[config.mk]
export PLATFORM = sky130hd
export DESIGN_NAME = dma_irq_bank
export DESIGN_NICKNAME = d
export VERILOG_FILES = /design/src/rtl/dma_irq_pkg.sv /design/src/rtl/dma_irq_slice.sv /design/src/rtl/dma_irq_rdmux.sv /design/src/rtl/dma_irq_bank.sv
export SDC_FILE = /design/constraint.sdc
export NUM_CORES = 1
export LEC_CHECK = 0
export BUFFER_PORTS_ARGS = -buffer_cell sky130_fd_sc_hd__buf_2
export CAP_MARGIN = 5
export CORE_MARGIN = 2
export CORE_UTILIZATION = 45
export CTS_BUF_LIST = sky130_fd_sc_hd__clkbuf_8
export DETAILED_ROUTE_END_ITERATION = 8
export PLACE_DENSITY = 0.94
export SYNTH_ARGS = -nofsm -noshare
export SYNTH_HDL_FRONTEND = slang
export SYNTH_SLANG_ARGS = --single-unit
export TNS_END_PERCENT = 5
[constraint.sdc]
create_clock -name clk -period 3 [get_ports clk]
set_clock_uncertainty 0.1 [all_clocks]
set_input_delay 0.3 -clock clk [delete_from_list [all_inputs] [get_ports clk]]
set_output_delay 0.3 -clock clk [all_outputs]
set_load 0.05 [all_outputs]
[src/rtl/dma_irq_pkg.sv]
package dma_irq_pkg;
  localparam int MAX_CH      = 16;
  localparam int CH_PER_WORD = 8;
  localparam int FIELD_W     = 4;
  localparam int PKG_BIT     = 1;
  localparam int WORD_W      = CH_PER_WORD * FIELD_W;
  localparam int NUM_WORDS   = MAX_CH / CH_PER_WORD;
  localparam int OFS_EN_BASE = 'h00;
  localparam int OFS_PD_BASE = 'h10;
  localparam int WORD_STRIDE = 4;

  function automatic logic [CH_PER_WORD-1:0] pick_lanes(input logic [WORD_W-1:0] w);
    logic [CH_PER_WORD-1:0] r;
    for (int k = 0; k < CH_PER_WORD; k++) r[k] = w[k*FIELD_W + PKG_BIT];
    return r;
  endfunction

  function automatic logic [WORD_W-1:0] spread_lanes(input logic [CH_PER_WORD-1:0] v);
    logic [WORD_W-1:0] r;
    r = '0;
    for (int k = 0; k < CH_PER_WORD; k++) r[k*FIELD_W + PKG_BIT] = v[k];
    return r;
  endfunction

  function automatic logic [CH_PER_WORD-1:0] live_mask(input int n);
    logic [CH_PER_WORD-1:0] r;
    for (int k = 0; k < CH_PER_WORD; k++) r[k] = (k < n);
    return r;
  endfunction

  localparam logic [WORD_W-1:0] LANE_MASK = spread_lanes({CH_PER_WORD{1'b1}});
endpackage

[src/rtl/dma_irq_slice.sv]
module dma_irq_slice
  import dma_irq_pkg::*;
#(
  parameter int CH_CNT = 8
) (
  input  logic                   clk,
  input  logic                   rst_n,
  input  logic                   en_we,
  input  logic                   pend_we,
  input  logic [CH_PER_WORD-1:0] lanes,
  input  logic [CH_PER_WORD-1:0] evt,
  output logic [CH_PER_WORD-1:0] en_o,
  output logic [CH_PER_WORD-1:0] pend_o
);
  localparam logic [CH_PER_WORD-1:0] LIVE = live_mask(CH_CNT);

  logic [CH_PER_WORD-1:0] en_d, en_q, pend_d, pend_q;
  logic                   pend_ce;

  always_comb begin
    en_d    = lanes & LIVE;
    pend_d  = pend_q;
    if (pend_we) pend_d = pend_q & ~lanes;
    pend_d  = (pend_d | evt) & LIVE;
    pend_ce = pend_we | (|(evt & LIVE));
  end

  always_ff @(posedge clk or negedge rst_n) begin
    if (!rst_n) begin
      en_q   <= '0;
      pend_q <= '0;
    end else begin
      if (en_we)   en_q   <= en_d;
      if (pend_ce) pend_q <= pend_d;
    end
  end

  assign en_o   = en_q;
  assign pend_o = pend_q;

  AST_EVT_LATCH: assert property (@(posedge clk) disable iff (!rst_n)
    (|(evt & LIVE)) |=> ((pend_q & $past(evt & LIVE)) == $past(evt & LIVE)));
  AST_CLEAR_W1C: assert property (@(posedge clk) disable iff (!rst_n)
    pend_we |=> ((pend_q & $past(lanes & ~evt)) == '0));
  AST_PEND_HOLD: assert property (@(posedge clk) disable iff (!rst_n)
    !pend_we |=> ((pend_q & $past(pend_q)) == $past(pend_q)));
  AST_EN_STABLE: assert property (@(posedge clk) disable iff (!rst_n)
    !en_we |=> $stable(en_q));
endmodule

[src/rtl/dma_irq_rdmux.sv]
module dma_irq_rdmux
  import dma_irq_pkg::*;
#(
  parameter int ADDR_W = 8
) (
  input  logic [ADDR_W-1:0] addr,
  input  logic [MAX_CH-1:0] en_all,
  input  logic [MAX_CH-1:0] pend_all,
  output logic [WORD_W-1:0] rd_data
);
  always_comb begin
    rd_data = '0;
    for (int w = 0; w < NUM_WORDS; w++) begin
      if (addr == ADDR_W'(OFS_EN_BASE + w*WORD_STRIDE))
        rd_data = spread_lanes(en_all[w*CH_PER_WORD +: CH_PER_WORD]);
      if (addr == ADDR_W'(OFS_PD_BASE + w*WORD_STRIDE))
        rd_data = spread_lanes(pend_all[w*CH_PER_WORD +: CH_PER_WORD]);
    end
  end
endmodule

[src/rtl/dma_irq_bank.sv]
module dma_irq_bank
  import dma_irq_pkg::*;
#(
  parameter int NUM_CH = 16,
  parameter int ADDR_W = 8
) (
  input  logic                      clk,
  input  logic                      rst_n,
  input  logic                      wr_en,
  input  logic [ADDR_W-1:0]         addr,
  input  logic [WORD_W-1:0]         wr_data,
  output logic [WORD_W-1:0]         rd_data,
  input  logic [FIELD_W*NUM_CH-1:0] chan_evt,
  output logic                      irq
);
  logic [MAX_CH-1:0]      evt_pkg, en_all, pend_all;
  logic [CH_PER_WORD-1:0] lanes;
  logic [NUM_WORDS-1:0]   en_we_v, pend_we_v;

  always_comb begin
    evt_pkg = '0;
    for (int c = 0; c < NUM_CH; c++) evt_pkg[c] = chan_evt[c*FIELD_W + PKG_BIT];
  end

  assign lanes = pick_lanes(wr_data);

  for (genvar s = 0; s < NUM_WORDS; s++) begin : g_word
    localparam int CNT = (NUM_CH >= (s+1)*CH_PER_WORD) ? CH_PER_WORD :
                         (NUM_CH > s*CH_PER_WORD) ? NUM_CH - s*CH_PER_WORD : 0;
    assign en_we_v[s]   = wr_en && (addr == ADDR_W'(OFS_EN_BASE + s*WORD_STRIDE));
    assign pend_we_v[s] = wr_en && (addr == ADDR_W'(OFS_PD_BASE + s*WORD_STRIDE));
    dma_irq_slice #(.CH_CNT(CNT)) u_slice (
      .clk     (clk),
      .rst_n   (rst_n),
      .en_we   (en_we_v[s]),
      .pend_we (pend_we_v[s]),
      .lanes   (lanes),
      .evt     (evt_pkg[s*CH_PER_WORD +: CH_PER_WORD]),
      .en_o    (en_all[s*CH_PER_WORD +: CH_PER_WORD]),
      .pend_o  (pend_all[s*CH_PER_WORD +: CH_PER_WORD])
    );
  end

  dma_irq_rdmux #(.ADDR_W(ADDR_W)) u_rdmux (
    .addr     (addr),
    .en_all   (en_all),
    .pend_all (pend_all),
    .rd_data  (rd_data)
  );

  assign irq = |(en_all & pend_all);

  AST_IRQ_NEEDS_PEND: assert property (@(posedge clk) disable iff (!rst_n)
    irq |-> (|pend_all));
  AST_IRQ_MASKED: assert property (@(posedge clk) disable iff (!rst_n)
    (en_all == '0) |-> !irq);
  AST_RSVD_ZERO: assert property (@(posedge clk) disable iff (!rst_n)
    (rd_data & ~LANE_MASK) == '0);

  if (NUM_CH <= CH_PER_WORD) begin : g_narrow
    AST_UPPER_ZERO: assert property (@(posedge clk) disable iff (!rst_n)
      ((addr == ADDR_W'(OFS_EN_BASE + WORD_STRIDE)) ||
       (addr == ADDR_W'(OFS_PD_BASE + WORD_STRIDE))) |-> (rd_data == '0));
  end
endmodule

==> results of run 1 <==
-- synth_stat cells (2+ instances only) --
| cell type | count |
|---|---|
| dfrtp_1 | 32 |
| buf_4 | 25 |
| nand2b_1 | 18 |
| mux2_2 | 16 |
| o41ai_1 | 16 |
| nand2_1 | 10 |
| mux4_2 | 8 |
| nor2b_1 | 8 |
| clkbuf_1 | 6 |
| a221oi_1 | 4 |
| a22o_1 | 4 |
| nor4_4 | 2 |
| or2_2 | 2 |
-- timing repair --
action                                 in CTS  in global routing
hold buffers                                1                  0
setup endpoints to repair                   0                  0
endpoints found under the hold margin      32                  0
-- layout make-up --
| class | instances | area [sq um] |
|---|---|---|
| Clock buffer | 5 | 68.8 |
| Clock inverter | 2 | 8.76 |
| Fill cell | 379 | 1900 |
| Multi-Input combinational cell | 114 | 930 |
| Sequential cell | 32 | 801 |
| Tap cell | 50 | 62.6 |
| Timing Repair Buffer | 45 | 233 |
-- cells by family after synthesis --
logic type             count (synthesis)  share of synthesized area, %
DFF                                   32                          43.0
buffers and inverters                 33                          11.8
other                                  1                         0.201
muxes                                 24                          19.3
AOI/OAI and AO/OA                     24                          11.3
and+or+nand+nor                       42                          14.4
-- through the flow --
step | cell area (sq um) | util (%)
5_1_grt | 2100 | 52.6
3_5_place_dp | 2020 | 50.4
4_1_cts | 2100 | 52.6
2_1_floorplan | 1950 | -
3_3_place_gp | 2020 | 50.4
6_report | 2100 | 52.6
-- how the worst max path moves through the flow --
stage | end | slack, ps | depth (start not counted)
5_1_grt | rd_data[21] | 590 | 5
3_3_place_gp | g_word[1].u_slice.en_o[2] | 500 | 5
3_5_place_dp | g_word[1].u_slice.en_o[3] | 480 | 5
4_1_cts | rd_data[21] | 660 | 5
6_report | rd_data[21] | 660 | 5
2_1_floorplan | rd_data[13] | 460 | 5
-- power by group through the flow --
stage          clock, uW  combinational (uW)  sequential (uW)
2_1_floorplan          0                 176              455
3_5_place_dp           0                 200              458
5_1_grt              334                 217              451
3_3_place_gp           0                 198              457
4_1_cts              313                 201              450
6_report             306                 201              450
-- registers in the layout, summed over array words and instances (netlist names) --
name and cells:
g_word.u_slice.en_o 16, g_word.u_slice.pend_o 16
-- per-layer routing --
metal,GRT usage (%),part of all wire (%),wire [microns]
met3,4.93,8.0,329
met5,0,0,0
met4,12.3,2.2,91
met2,32.3,49,2040
met1,24.7,41,1680
==> results.json, run 1 <==
{
  "hold_viol_final": 0,
  "dp_cells": 240,
  "power_density_nw_per_um2": 455,
  "netlist_area_sq_um": 1860,
  "max_stage_delay_ps": 680,
  "rsz0062_at_grt": "false",
  "syn_to_final_growth_pct": 12.9,
  "worstHoldStart": "chan_evt[13]",
  "synth_seq_cells": 32,
  "die_x_microns": 68.3,
  "cp_max_fo": 8,
  "yosysSeqAreaShare_pct": 43.0,
  "synth_top_area_share_pct": 43.0,
  "start_util_pct": 46.6,
  "die_y_microns": 68.3,
  "final_max_slew_viol_count": 0,
  "crit_start": "addr[5]",
  "crit_top_cell": "buf_2",
  "max_freq_mhz": 428,
  "vdd_drop_max_mv": 0.244,
  "hp-class": "in2reg",
  "cts_inserted_buffers": 5,
  "post-dp-hpwl_mm": 3.05,
  "synth_area_leaders": "dfrtp_1, buf_4, mux2_2",
  "intPower_uw": 656,
  "ctsResizeCount": 0,
  "hold_depth": 2,
  "grt_pass1_wl_mm": 6.57,
  "grt_max_degree": 33,
  "row_count": 23,
  "fin_hold_ws_ps": 92.7,
  "hold_end": "g_word[0].u_slice.pend_o[3]",
  "io_pins": 140,
  "status": "finished clean",
  "rr_endpoint": "g_word[0].u_slice.en_o[5]",
  "final.period_utilization_pct": 77.9,
  "cp_num_buf_inv": 2,
  "fin_ws_ps": 662,
  "antenna_found_initial": 0,
  "pwr-share-comb_pct": 21.0,
  "vias_per_cell": 5.44,
  "track_usage_pct": 20.2,
  "drt-total-wl_mm": 4.14,
  "crit_path_cell_trace": "buf_2 > or4_1 > or2_2 > nor2b_1 > buf_2",
  "tightest_slew_ps": 704,
  "switching_share_pct": 31.5,
  "min_period_ps": 2340,
  "yosysWarnings": 0,
  "max_slew_margin_pct": 53.1,
  "yosys.area.top_type": "dfrtp_1",
  "async_flop_share_pct": 100,
  "port_buffers": 43,
  "path_delay_family": "simple AND/OR/NAND/NOR gates",
  "most-common-layout-cells": "buf_2, dfrtp_1, conb_1, nand2b_1",
  "yosys_most_used_dff": "dfrtp_1",
  "end_kind": "primary output",
  "grt_pass1_vias": 1327,
  "post-place-ws_ps": 485,
  "final_nets": 305,
  "final_cells": 248,
  "path_class": "in2out",
  "overflow": 0,
  "htree_levels": 2,
  "drt_first_iter_violations": 49,
  "clkTransAtPathRegs_ps": 70,
  "diodes": 0,
  "leakagePower_uw": 0.000934,
  "maxCapViolations": 0,
  "total_power_uw": 957,
  "root_buffer": "clkbuf_8",
  "r2r_start": "g_word[0].u_slice.en_o[5]",
  "syn_inst": 156,
  "clk_latency_ps": 290,
  "setup_violations": 0,
  "cts_tree": "built",
  "vias": 1349,
  "core_sq_um": 4000,
  "gp_congestion": 0.802,
  "seqPwrFrac_pct": 47.1,
  "cts.sink_count": 32,
  "critPathRequiredTime_ps": 2600,
  "drc_errors": 0,
  "setup_tns_ps": 0,
  "critPathSlowestCell": "or4_1",
  "synth_cell_types": 18,
  "avgSynthCellArea_sq_um": 11.9,
  "wl_per_cell_microns": 16.7,
  "ant_nets": 0,
  "rr_worst_depth": 1,
  "start_kind": "input pin",
  "drtPass1Iterations": 4,
  "clock_path_buffers": 2,
  "cts_setup_buffers": 0,
  "synth_edf_count": 0,
  "final_common_cell": "buf_2",
  "clkPwrFrac_pct": 31.9,
  "die_area_sq_um": 4670,
  "drive_gt1_share_pct": 39.4,
  "p_sw_uw": 301,
  "critPathArrivalTime_ps": 1940,
  "rrSetupSlack_ps": 2110
}
No activity file was read; power rests on OpenSTA's default activity.
==> inputs of run 2 (changes only) <==
--- a/config.mk
+++ b/config.mk
@@ -8,10 +8,10 @@
 export BUFFER_PORTS_ARGS = -buffer_cell sky130_fd_sc_hd__buf_2
 export CAP_MARGIN = 5
 export CORE_MARGIN = 2
-export CORE_UTILIZATION = 45
+export CORE_UTILIZATION = 41
 export CTS_BUF_LIST = sky130_fd_sc_hd__clkbuf_8
 export DETAILED_ROUTE_END_ITERATION = 8
-export PLACE_DENSITY = 0.94
+export PLACE_DENSITY = 0.87
 export SYNTH_ARGS = -nofsm -noshare
 export SYNTH_HDL_FRONTEND = slang
 export SYNTH_SLANG_ARGS = --single-unit
==> constraint.sdc (replaced) <==
create_clock -name clk -period 2.4 [get_ports clk]
set_clock_uncertainty 0.1 [all_clocks]
set_input_delay 0.24 -clock clk [delete_from_list [all_inputs] [get_ports clk]]
set_output_delay 0.24 -clock clk [all_outputs]
set_load 0.05 [all_outputs]
==> run 2 against run 1 <==
Final area increased by 3.3%. Utilization is 2.7 points lower. Non-clock buffer count increased by 5. Highest routed layer unchanged. Largest cell class unchanged. Flip-flop and latch count is the same.
==> results.json, run 2 (synthesized netlist as in run 1, its figures left out) <==
{
  "status": "finished clean",
  "hold_depth": 2,
  "grt_pass1_wl_mm": 6.87,
  "final_cells": 256,
  "drt-total-wl_mm": 4.33,
  "root_buffer": "clkbuf_8",
  "ant_nets": 0,
  "hold_end": "g_word[1].u_slice.pend_o[7]",
  "die_y_microns": 71.4,
  "path_class": "in2out",
  "ctsResizeCount": 0,
  "io_pins": 140,
  "pwr-share-comb_pct": 19.0,
  "cts_setup_buffers": 0,
  "r2r_start": "g_word[0].u_slice.en_o[3]",
  "rrSetupSlack_ps": 1490,
  "rr_endpoint": "g_word[0].u_slice.en_o[3]",
  "n_fill_cell": 408,
  "clkPwrFrac_pct": 38.8,
  "syn_to_final_growth_pct": 16.7,
  "track_usage_pct": 17.9,
  "end_kind": "primary output",
  "cts_tree": "built",
  "final_nets": 310,
  "worstHoldStart": "chan_evt[61]",
  "drtPass1Iterations": 4,
  "setup_violations": 0,
  "crit_top_cell": "buf_2",
  "vias": 1374,
  "htree_levels": 2,
  "clk_latency_ps": 290,
  "max_stage_delay_ps": 530,
  "power_density_nw_per_um2": 614,
  "cp_num_buf_inv": 2,
  "drive_gt1_share_pct": 41.2,
  "maxCapViolations": 0,
  "clkTransAtPathRegs_ps": 70,
  "start_util_pct": 42.8,
  "max_slew_margin_pct": 51.9,
  "final_common_cell": "buf_2",
  "most-common-layout-cells": "buf_2, dfrtp_1, conb_1, nand2b_1",
  "die_area_sq_um": 5100,
  "intPower_uw": 932,
  "grt_max_degree": 33,
  "final_max_slew_viol_count": 0,
  "max_freq_mhz": 479,
  "port_buffers": 43,
  "cts_inserted_buffers": 5,
  "path_delay_family": "simple AND/OR/NAND/NOR gates",
  "hp-class": "in2reg",
  "critPathArrivalTime_ps": 1750,
  "dp_cells": 247,
  "diodes": 0,
  "final_cell_area_sq_um": 2170,
  "die_x_microns": 71.4,
  "leakagePower_uw": 0.000974,
  "switching_share_pct": 30.2,
  "core_sq_um": 4350,
  "rsz0062_at_grt": "false",
  "drc_errors": 0,
  "p_sw_uw": 402,
  "vdd_drop_max_mv": 0.253,
  "critPathSlowestCell": "or4_1",
  "start_kind": "input pin",
  "crit_path_cell_trace": "buf_2 > or4_1 > or2_2 > nor2b_1 > buf_2",
  "hold_viol_final": 0,
  "ctsHoldBuffers": 1,
  "overflow": 0,
  "placed_cell_area_sq_um": 2060,
  "critPathRequiredTime_ps": 2060,
  "vias_per_cell": 5.37,
  "min_period_ps": 2090,
  "seqPwrFrac_pct": 42.2,
  "row_count": 24,
  "cts.sink_count": 32,
  "clock_path_buffers": 2,
  "post-dp-hpwl_mm": 3.10,
  "utilization_pct": 49.9,
  "grt_pass1_vias": 1348,
  "antenna_found_initial": 0,
  "wl_per_cell_microns": 16.9,
  "cp_max_fo": 8,
  "final.period_utilization_pct": 86.9,
  "setup_tns_ps": 0,
  "rr_worst_depth": 1,
  "drt_first_iter_violations": 120,
  "tightest_slew_ps": 722,
  "gp_congestion": 0.881
}
## run 2: how the worst max path moves through the flow
stage,from,endpoint,depth (start not counted)
floorplan,addr[5],rd_data[13],5
global route,addr[5],rd_data[29],5
CTS,addr[5],rd_data[29],5
global placement,addr[5],g_word[0].u_slice.en_o[4],6
finish,addr[5],rd_data[29],5
detailed placement,addr[5],g_word[0].u_slice.en_o[6],6
## run 2: area by class of cell
type / instances / area [sq um] / share of cell area (%)
clock inverters: 3 / 38.8 / 1.78
well taps: 52 / 65.1 / 2.99
multi-input cells: 114 / 930 / 42.8
repair buffers: 50 / 270 / 12.4
clock buffers: 5 / 68.8 / 3.17
flip-flops and latches: 32 / 801 / 36.8
## run 2: power groups by stage
stage,clock [uW],combinational (uW),sequential [uW]
2_1_floorplan,0,220,569
3_3_place_gp,0,249,572
4_1_cts,526,253,563
5_1_grt,542,268,565
6_report,518,253,564
3_5_place_dp,0,252,573
## run 2: stage by stage
stage	hold slack [ps]	setup slack [ps]	power [uW]
floorplan	-156	-16.5	789
global placement	226	315	820
detailed placement	230	298	825
CTS	17.1	320	1340
global route	23.2	267	1370
finish	16.6	314	1330
## run 2: routing by layer
layer / track usage, % / vias to the layer above / part of all wire, %
li1: - / 622 / -
met1: 24.0 / 675 / 42
met2: 27.1 / 73 / 47
met3: 5.91 / 4 / 9.8
met4: 7.13 / 0 / 1.3
met5: 0 / - / 0
